--- config.mk ---
export PLATFORM = sky130hd
export DESIGN_NAME = frac_pll_rate_calc
export DESIGN_NICKNAME = d
export VERILOG_FILES = /design/src/rtl/pll_rate_pkg.sv /design/src/rtl/pll_fmax_sel.sv /design/src/rtl/pll_mul_step.sv /design/src/rtl/pll_div_step.sv /design/src/rtl/frac_pll_rate_calc.sv
export SDC_FILE = /design/constraint.sdc
export NUM_CORES = 2
export LEC_CHECK = 0
export ABC_AREA = 1
export ABC_CLOCK_PERIOD_IN_PS = 8770
export BUFFER_PORTS_ARGS = -buffer_cell sky130_fd_sc_hd__buf_4
export CAP_MARGIN = 20
export CORE_UTILIZATION = 35
export DETAILED_ROUTE_END_ITERATION = 8
export PLACE_DENSITY_LB_ADDON = 0.1
export SYNTH_ARGS = -nofsm -noshare
export SYNTH_HDL_FRONTEND = slang
export SYNTH_SLANG_ARGS = --single-unit
--- constraint.sdc ---
create_clock -name clk_i -period 8.77 [get_ports clk_i]
set_clock_uncertainty 0.1 [all_clocks]
set_input_delay 0.877 -clock clk_i [delete_from_list [all_inputs] [get_ports clk_i]]
set_output_delay 0.877 -clock clk_i [all_outputs]
set_load 0.02 [all_outputs]
--- src/rtl/pll_rate_pkg.sv ---
package pll_rate_pkg;
  localparam int ACC_W = 64;

  typedef enum logic [2:0] {
    ST_IDLE,
    ST_MUL_INT,
    ST_MUL_FRAC,
    ST_DIV_FRAC,
    ST_DIV_N,
    ST_FIN
  } pll_state_e;
endpackage

--- src/rtl/pll_fmax_sel.sv ---
module pll_fmax_sel #(
  parameter int F_W = 17,
  parameter int FWW = $clog2(F_W + 1)
) (
  input  logic [F_W:0]   cfg_i,
  input  logic [FWW-1:0] width_i,
  output logic [F_W:0]   fmax_o
);
  logic [FWW-1:0] w_cl;

  always_comb begin
    w_cl   = (width_i > FWW'(F_W)) ? FWW'(F_W) : width_i;
    fmax_o = (cfg_i != '0) ? cfg_i : ((F_W+1)'(1) << w_cl);
  end
endmodule

--- src/rtl/pll_mul_step.sv ---
module pll_mul_step #(
  parameter int W = 64,
  parameter int B = 17
) (
  input  logic [W-1:0] acc_i,
  input  logic [W-1:0] ma_i,
  input  logic [B-1:0] mb_i,
  output logic [W-1:0] acc_o,
  output logic [W-1:0] ma_o,
  output logic [B-1:0] mb_o
);
  always_comb begin
    acc_o = mb_i[0] ? acc_i + ma_i : acc_i;
    ma_o  = ma_i << 1;
    mb_o  = mb_i >> 1;
  end
endmodule

--- src/rtl/pll_div_step.sv ---
module pll_div_step #(
  parameter int W = 64
) (
  input  logic [W-1:0] rem_i,
  input  logic [W-1:0] quo_i,
  input  logic [W-1:0] den_i,
  output logic [W-1:0] rem_o,
  output logic [W-1:0] quo_o
);
  logic [W:0] rem_sh;
  logic [W:0] diff;
  logic       ge;

  always_comb begin
    rem_sh = {rem_i, quo_i[W-1]};
    diff   = rem_sh - {1'b0, den_i};
    ge     = rem_sh >= {1'b0, den_i};
    rem_o  = ge ? diff[W-1:0] : rem_sh[W-1:0];
    quo_o  = {quo_i[W-2:0], ge};
  end
endmodule

--- src/rtl/frac_pll_rate_calc.sv ---
module frac_pll_rate_calc #(
  parameter int RATE_W = 32,
  parameter int M_W    = 9,
  parameter int N_W    = 6,
  parameter int F_W    = 17,
  parameter int FWW    = $clog2(F_W + 1)
) (
  input  logic                                 clk_i,
  input  logic                                 rst_ni,
  input  logic                                 start_i,
  input  logic [RATE_W-1:0]                    ref_rate_i,
  input  logic [M_W-1:0]                       mult_i,
  input  logic [N_W-1:0]                       prediv_i,
  input  logic [F_W-1:0]                       frac_i,
  input  logic                                 frac_en_i,
  input  logic [F_W:0]                         frac_max_i,
  input  logic [FWW-1:0]                       frac_w_i,
  output logic                                 busy_o,
  output logic                                 done_o,
  output logic [pll_rate_pkg::ACC_W-1:0]       rate_o
);
  import pll_rate_pkg::*;

  localparam int MB_W  = (M_W > F_W) ? M_W : F_W;
  localparam int CNT_W = $clog2(ACC_W + 1);

  pll_state_e       state_q;
  logic [CNT_W-1:0] cnt_q;
  logic [ACC_W-1:0] acc_q, ma_q, rem_q, quo_q, den_q, sum_q, rate_q;
  logic [ACC_W-1:0] ref_q, n_q, fmax_q;
  logic [MB_W-1:0]  mb_q, frac_q;
  logic             use_frac_q;

  logic [ACC_W-1:0] acc_n, ma_n, rem_n, quo_n;
  logic [MB_W-1:0]  mb_n;
  logic [F_W:0]     fmax_eff;
  logic             last;

  pll_fmax_sel #(.F_W(F_W), .FWW(FWW)) u_fmax (
    .cfg_i(frac_max_i), .width_i(frac_w_i), .fmax_o(fmax_eff)
  );

  pll_mul_step #(.W(ACC_W), .B(MB_W)) u_mul (
    .acc_i(acc_q), .ma_i(ma_q), .mb_i(mb_q),
    .acc_o(acc_n), .ma_o(ma_n), .mb_o(mb_n)
  );

  pll_div_step #(.W(ACC_W)) u_div (
    .rem_i(rem_q), .quo_i(quo_q), .den_i(den_q),
    .rem_o(rem_n), .quo_o(quo_n)
  );

  assign last = (cnt_q == '0);

  always_ff @(posedge clk_i or negedge rst_ni) begin
    if (!rst_ni) begin
      state_q    <= ST_IDLE;
      cnt_q      <= '0;
      acc_q      <= '0;
      ma_q       <= '0;
      mb_q       <= '0;
      rem_q      <= '0;
      quo_q      <= '0;
      den_q      <= '0;
      sum_q      <= '0;
      rate_q     <= '0;
      ref_q      <= '0;
      n_q        <= '0;
      fmax_q     <= '0;
      frac_q     <= '0;
      use_frac_q <= 1'b0;
    end else begin
      unique case (state_q)
        ST_IDLE: if (start_i) begin
          ref_q      <= ACC_W'(ref_rate_i);
          n_q        <= ACC_W'(prediv_i);
          frac_q     <= MB_W'(frac_i);
          fmax_q     <= ACC_W'(fmax_eff);
          use_frac_q <= frac_en_i && (frac_i != '0);
          ma_q       <= ACC_W'(ref_rate_i);
          mb_q       <= MB_W'(mult_i);
          acc_q      <= '0;
          cnt_q      <= CNT_W'(M_W - 1);
          if (prediv_i == '0) begin
            rate_q  <= '0;
            state_q <= ST_FIN;
          end else begin
            state_q <= ST_MUL_INT;
          end
        end
        ST_MUL_INT: begin
          acc_q <= acc_n;
          ma_q  <= ma_n;
          mb_q  <= mb_n;
          cnt_q <= cnt_q - 1'b1;
          if (last) begin
            sum_q <= acc_n;
            if (use_frac_q) begin
              ma_q    <= ref_q;
              mb_q    <= frac_q;
              acc_q   <= '0;
              cnt_q   <= CNT_W'(F_W - 1);
              state_q <= ST_MUL_FRAC;
            end else begin
              rem_q   <= '0;
              quo_q   <= acc_n + n_q - ACC_W'(1);
              den_q   <= n_q;
              cnt_q   <= CNT_W'(ACC_W - 1);
              state_q <= ST_DIV_N;
            end
          end
        end
        ST_MUL_FRAC: begin
          acc_q <= acc_n;
          ma_q  <= ma_n;
          mb_q  <= mb_n;
          cnt_q <= cnt_q - 1'b1;
          if (last) begin
            rem_q   <= '0;
            quo_q   <= acc_n + fmax_q - ACC_W'(1);
            den_q   <= fmax_q;
            cnt_q   <= CNT_W'(ACC_W - 1);
            state_q <= ST_DIV_FRAC;
          end
        end
        ST_DIV_FRAC: begin
          rem_q <= rem_n;
          quo_q <= quo_n;
          cnt_q <= cnt_q - 1'b1;
          if (last) begin
            sum_q   <= sum_q + quo_n;
            rem_q   <= '0;
            quo_q   <= sum_q + quo_n + n_q - ACC_W'(1);
            den_q   <= n_q;
            cnt_q   <= CNT_W'(ACC_W - 1);
            state_q <= ST_DIV_N;
          end
        end
        ST_DIV_N: begin
          rem_q <= rem_n;
          quo_q <= quo_n;
          cnt_q <= cnt_q - 1'b1;
          if (last) begin
            rate_q  <= quo_n;
            state_q <= ST_FIN;
          end
        end
        ST_FIN:  state_q <= ST_IDLE;
        default: state_q <= ST_IDLE;
      endcase
    end
  end

  assign busy_o = (state_q != ST_IDLE);
  assign done_o = (state_q == ST_FIN);
  assign rate_o = rate_q;

  // completion is a single-cycle pulse
  p_done_one_r8: assert property (@(posedge clk_i) disable iff (!rst_ni)
    done_o |=> !done_o);

  // result register moves only into a done cycle
  p_rate_hold_r8: assert property (@(posedge clk_i) disable iff (!rst_ni)
    !$stable(rate_o) |-> done_o);

  // a running calculation stays busy until done
  p_hold_busy_r9: assert property (@(posedge clk_i) disable iff (!rst_ni)
    (busy_o && !done_o) |=> busy_o);

  // done is always inside the busy window
  p_done_busy_r9: assert property (@(posedge clk_i) disable iff (!rst_ni)
    done_o |-> busy_o);

  // captured operands do not move while busy
  p_opnd_stable_r9: assert property (@(posedge clk_i) disable iff (!rst_ni)
    (busy_o && !done_o) |=> $stable(n_q) && $stable(ref_q));

  // zero pre-divider finishes next cycle with zero rate
  p_nzero_r5: assert property (@(posedge clk_i) disable iff (!rst_ni)
    (!busy_o && start_i && prediv_i == '0) |=> (done_o && rate_o == '0));

  // a running division never has a zero divisor
  p_divisor_nz_r3: assert property (@(posedge clk_i) disable iff (!rst_ni)
    (state_q == ST_DIV_N || state_q == ST_DIV_FRAC) |-> (den_q != '0));
endmodule

==> flow_summary.json <==
{
  "status": "complete, no violations",
  "ys_ff_latch": 503,
  "worstHoldPathType": "input port to async pin",
  "track_usage_pct": 28.0,
  "drc_errors": 0,
  "start_kind": "register",
  "drv_slew": 0,
  "hold_viol": 0,
  "layout-drive-gt1-share_pct": 6.38,
  "syn_to_final_growth_pct": 11.7,
  "cts_hold_buffers": 0,
  "worstSetupPathType": "register to register",
  "pre_cts_ws_ns": 0.722,
  "multi_input_area_um2": 27100,
  "dpl.hpwl_mm": 147,
  "cts.path.max_buffers": 3,
  "critPathCaptureType": "register",
  "placementRows": 130,
  "cts_made_buffers": 68,
  "arrival_ns": 8.53,
  "clock-sinks": 503,
  "clk_latency_ns": 0.70,
  "tns_ns": 0,
  "gp_congestion": 0.979,
  "worst_slew_pin_slew_ns": 1.16,
  "vias": 46200,
  "grt_max_degree": 123,
  "synth_flop_cell": "dfrtp_1",
  "postSynthCellCount": 6887,
  "r2r-start": "rem_q[1]",
  "ctsResizeCount": 0,
  "core_area_um2": 126000,
  "routed_via_density": 5.34,
  "routed_wl_mm": 184,
  "syn_nets": 7302,
  "clkTransAtPathRegs_ns": 0.06,
  "r2r_setup_slack_ns": 0.71,
  "worst_path_most_repeated_cell": "nand2_1",
  "io_pins": 157,
  "yosysSeqAreaShare_pct": 28.1,
  "rsz0062_at_grt": "no",
  "final_nets": 7366,
  "initial_core_util_pct": 35.5,
  "synthArstFlopShare_pct": 100,
  "fmax_ghz": 0.124,
  "avgSynthCellArea_um2": 6.50,
  "syn-cell-area_um2": 44800,
  "wl_per_cell_um": 21.3,
  "antenna_found_initial": 6,
  "critPathMaxStageDelay_ns": 0.77,
  "postCtsSetupBuffers": 0,
  "ff2ff_path_depth": 46,
  "ant_nets": 0,
  "fin_util_pct": 39.6,
  "h-tree-depth": 3,
  "synth-edff-count": 0,
  "ys_types": 73,
  "r2r_end": "quo_q[61]",
  "final_cell_mix": "nand2_1, inv_1, nor2_1, o21ai_0, a21oi_1",
  "regArea_um2": 12600,
  "root_buffer": "clkbuf_16",
  "grt_pass1_wl_mm": 277,
  "fin_crit_sh_pct": 91.9,
  "mostFrequentLayoutCell": "nand2_1",
  "drt_iter0_markers": 4707,
  "dr.pass1.iters": 6,
  "finalCriticalPeriod_ns": 8.06,
  "die_w_um": 360,
  "cp_slowest_cell": "nor4_1",
  "maxSlewHeadroom_pct": 21.8,
  "worst_slack_ns": 0.714,
  "ys_warn_count": 0,
  "timing.max_cap.violations": 0,
  "die_area_um2": 129000,
  "worst-path-max-fanout": 5,
  "grt_overflow": 0,
  "io_buffers": 156,
  "dieHeight_um": 360,
  "fillers": 13700,
  "required_ns": 9.24,
  "grt_pass1_vias": 44100,
  "tritoncts": "done",
  "finalSetupViolCount": 0
}
-- cell families after synthesis --
| logic type | after synthesis | synth area share [%] |
|---|---|---|
| AND/OR/NAND/NOR | 2731 | 25.0 |
| AO/OA/AOI/OAI | 1803 | 22.8 |
| buffers and inverters | 1354 | 11.5 |
| flip-flops | 503 | 28.1 |
| adder cells (fa/ha/maj) | 324 | 9.16 |
| XOR/XNOR | 172 | 3.38 |
-- sequential cells by signal (all words and copies together) (netlist names) --
name / count
acc_q: 64
rate_o: 64
quo_q: 64
state_q: 3
use_frac_q: 1
n_q: 6
ma_q: 64
mb_q: 17
cnt_q: 7
den_q: 18
sum_q: 64
rem_q: 64
ref_q: 32
fmax_q: 18
frac_q: 17
-- how the worst max path moves through the flow --
stage                  start         to  slack [ns]  depth (start not counted)
floorplan           rem_q[1]  quo_q[63]        2.48                         45
global placement    rem_q[1]  quo_q[61]        0.69                         46
detailed placement  rem_q[1]  quo_q[61]        0.72                         46
CTS                 rem_q[1]  quo_q[61]        0.68                         46
global route        rem_q[3]  quo_q[61]        0.26                         47
finish              rem_q[1]  quo_q[61]        0.71                         46
-- layer usage --
metal	vias up	part of all wire, %	track usage [%]
li1	22800	-	-
met1	21700	50	42.5
met2	1424	41	40.7
met3	228	6.4	3.75
met4	0	2.9	7.86
met5	-	0	0
-- synth_stat cells (29+ instances only) --
cell type	count	share of area [%]
or2_2	35	0.49
nand3_1	242	2.7
xnor2_1	50	0.98
a31oi_1	102	1.4
clkbuf_1	162	1.4
o22ai_1	85	1.2
o211ai_1	53	0.89
nand2_1	1522	13
o21ai_1	52	0.58
a21oi_1	594	6.6
nor4_1	29	0.41
ha_1	318	8.9
nand4_1	50	0.70
inv_1	1135	9.5
dfrtp_1	503	28
xor2_1	121	2.4
o21ai_0	653	7.3
nor3_1	50	0.56
o21a_1	41	0.69
nor2_1	726	6.1
-- area by class of cell --
cell class | instances | share of cell area (%)
Multi-Input combinational cell | 5030 | 54.2
Sequential cell | 503 | 25.2
Inverter | 1146 | 8.61
Tap cell | 1650 | 4.13
Clock buffer | 93 | 3.85
Timing Repair Buffer | 202 | 3.07
Clock inverter | 28 | 0.946
Antenna cell | 1 | 0.00501
-- per-stage QoR --
stage                     area, um^2  hold slack, ns  std cells
after floorplan                44800           0.344       6887
after global placement         47600           0.362       8531
after detailed placement       47600           0.364       8531
after CTS                      50000           0.123       8652
after global routing           50000           0.143       8652
final                          50000          0.0889       8653
-- worst max-delay path, delay by kind of cell, from the launching register on --
family / cells / cell delay [ns]
AOI/OAI and AO/OA: 9 / 1.39
adders and majority gates: 4 / 1.37
buffers and inverters: 6 / 0.50
DFF: 1 / 0.38
and+or+nand+nor: 27 / 4.16
Power is not shown: default switching activity piles up to over one toggle a cycle in this logic, so the estimate is an artifact.
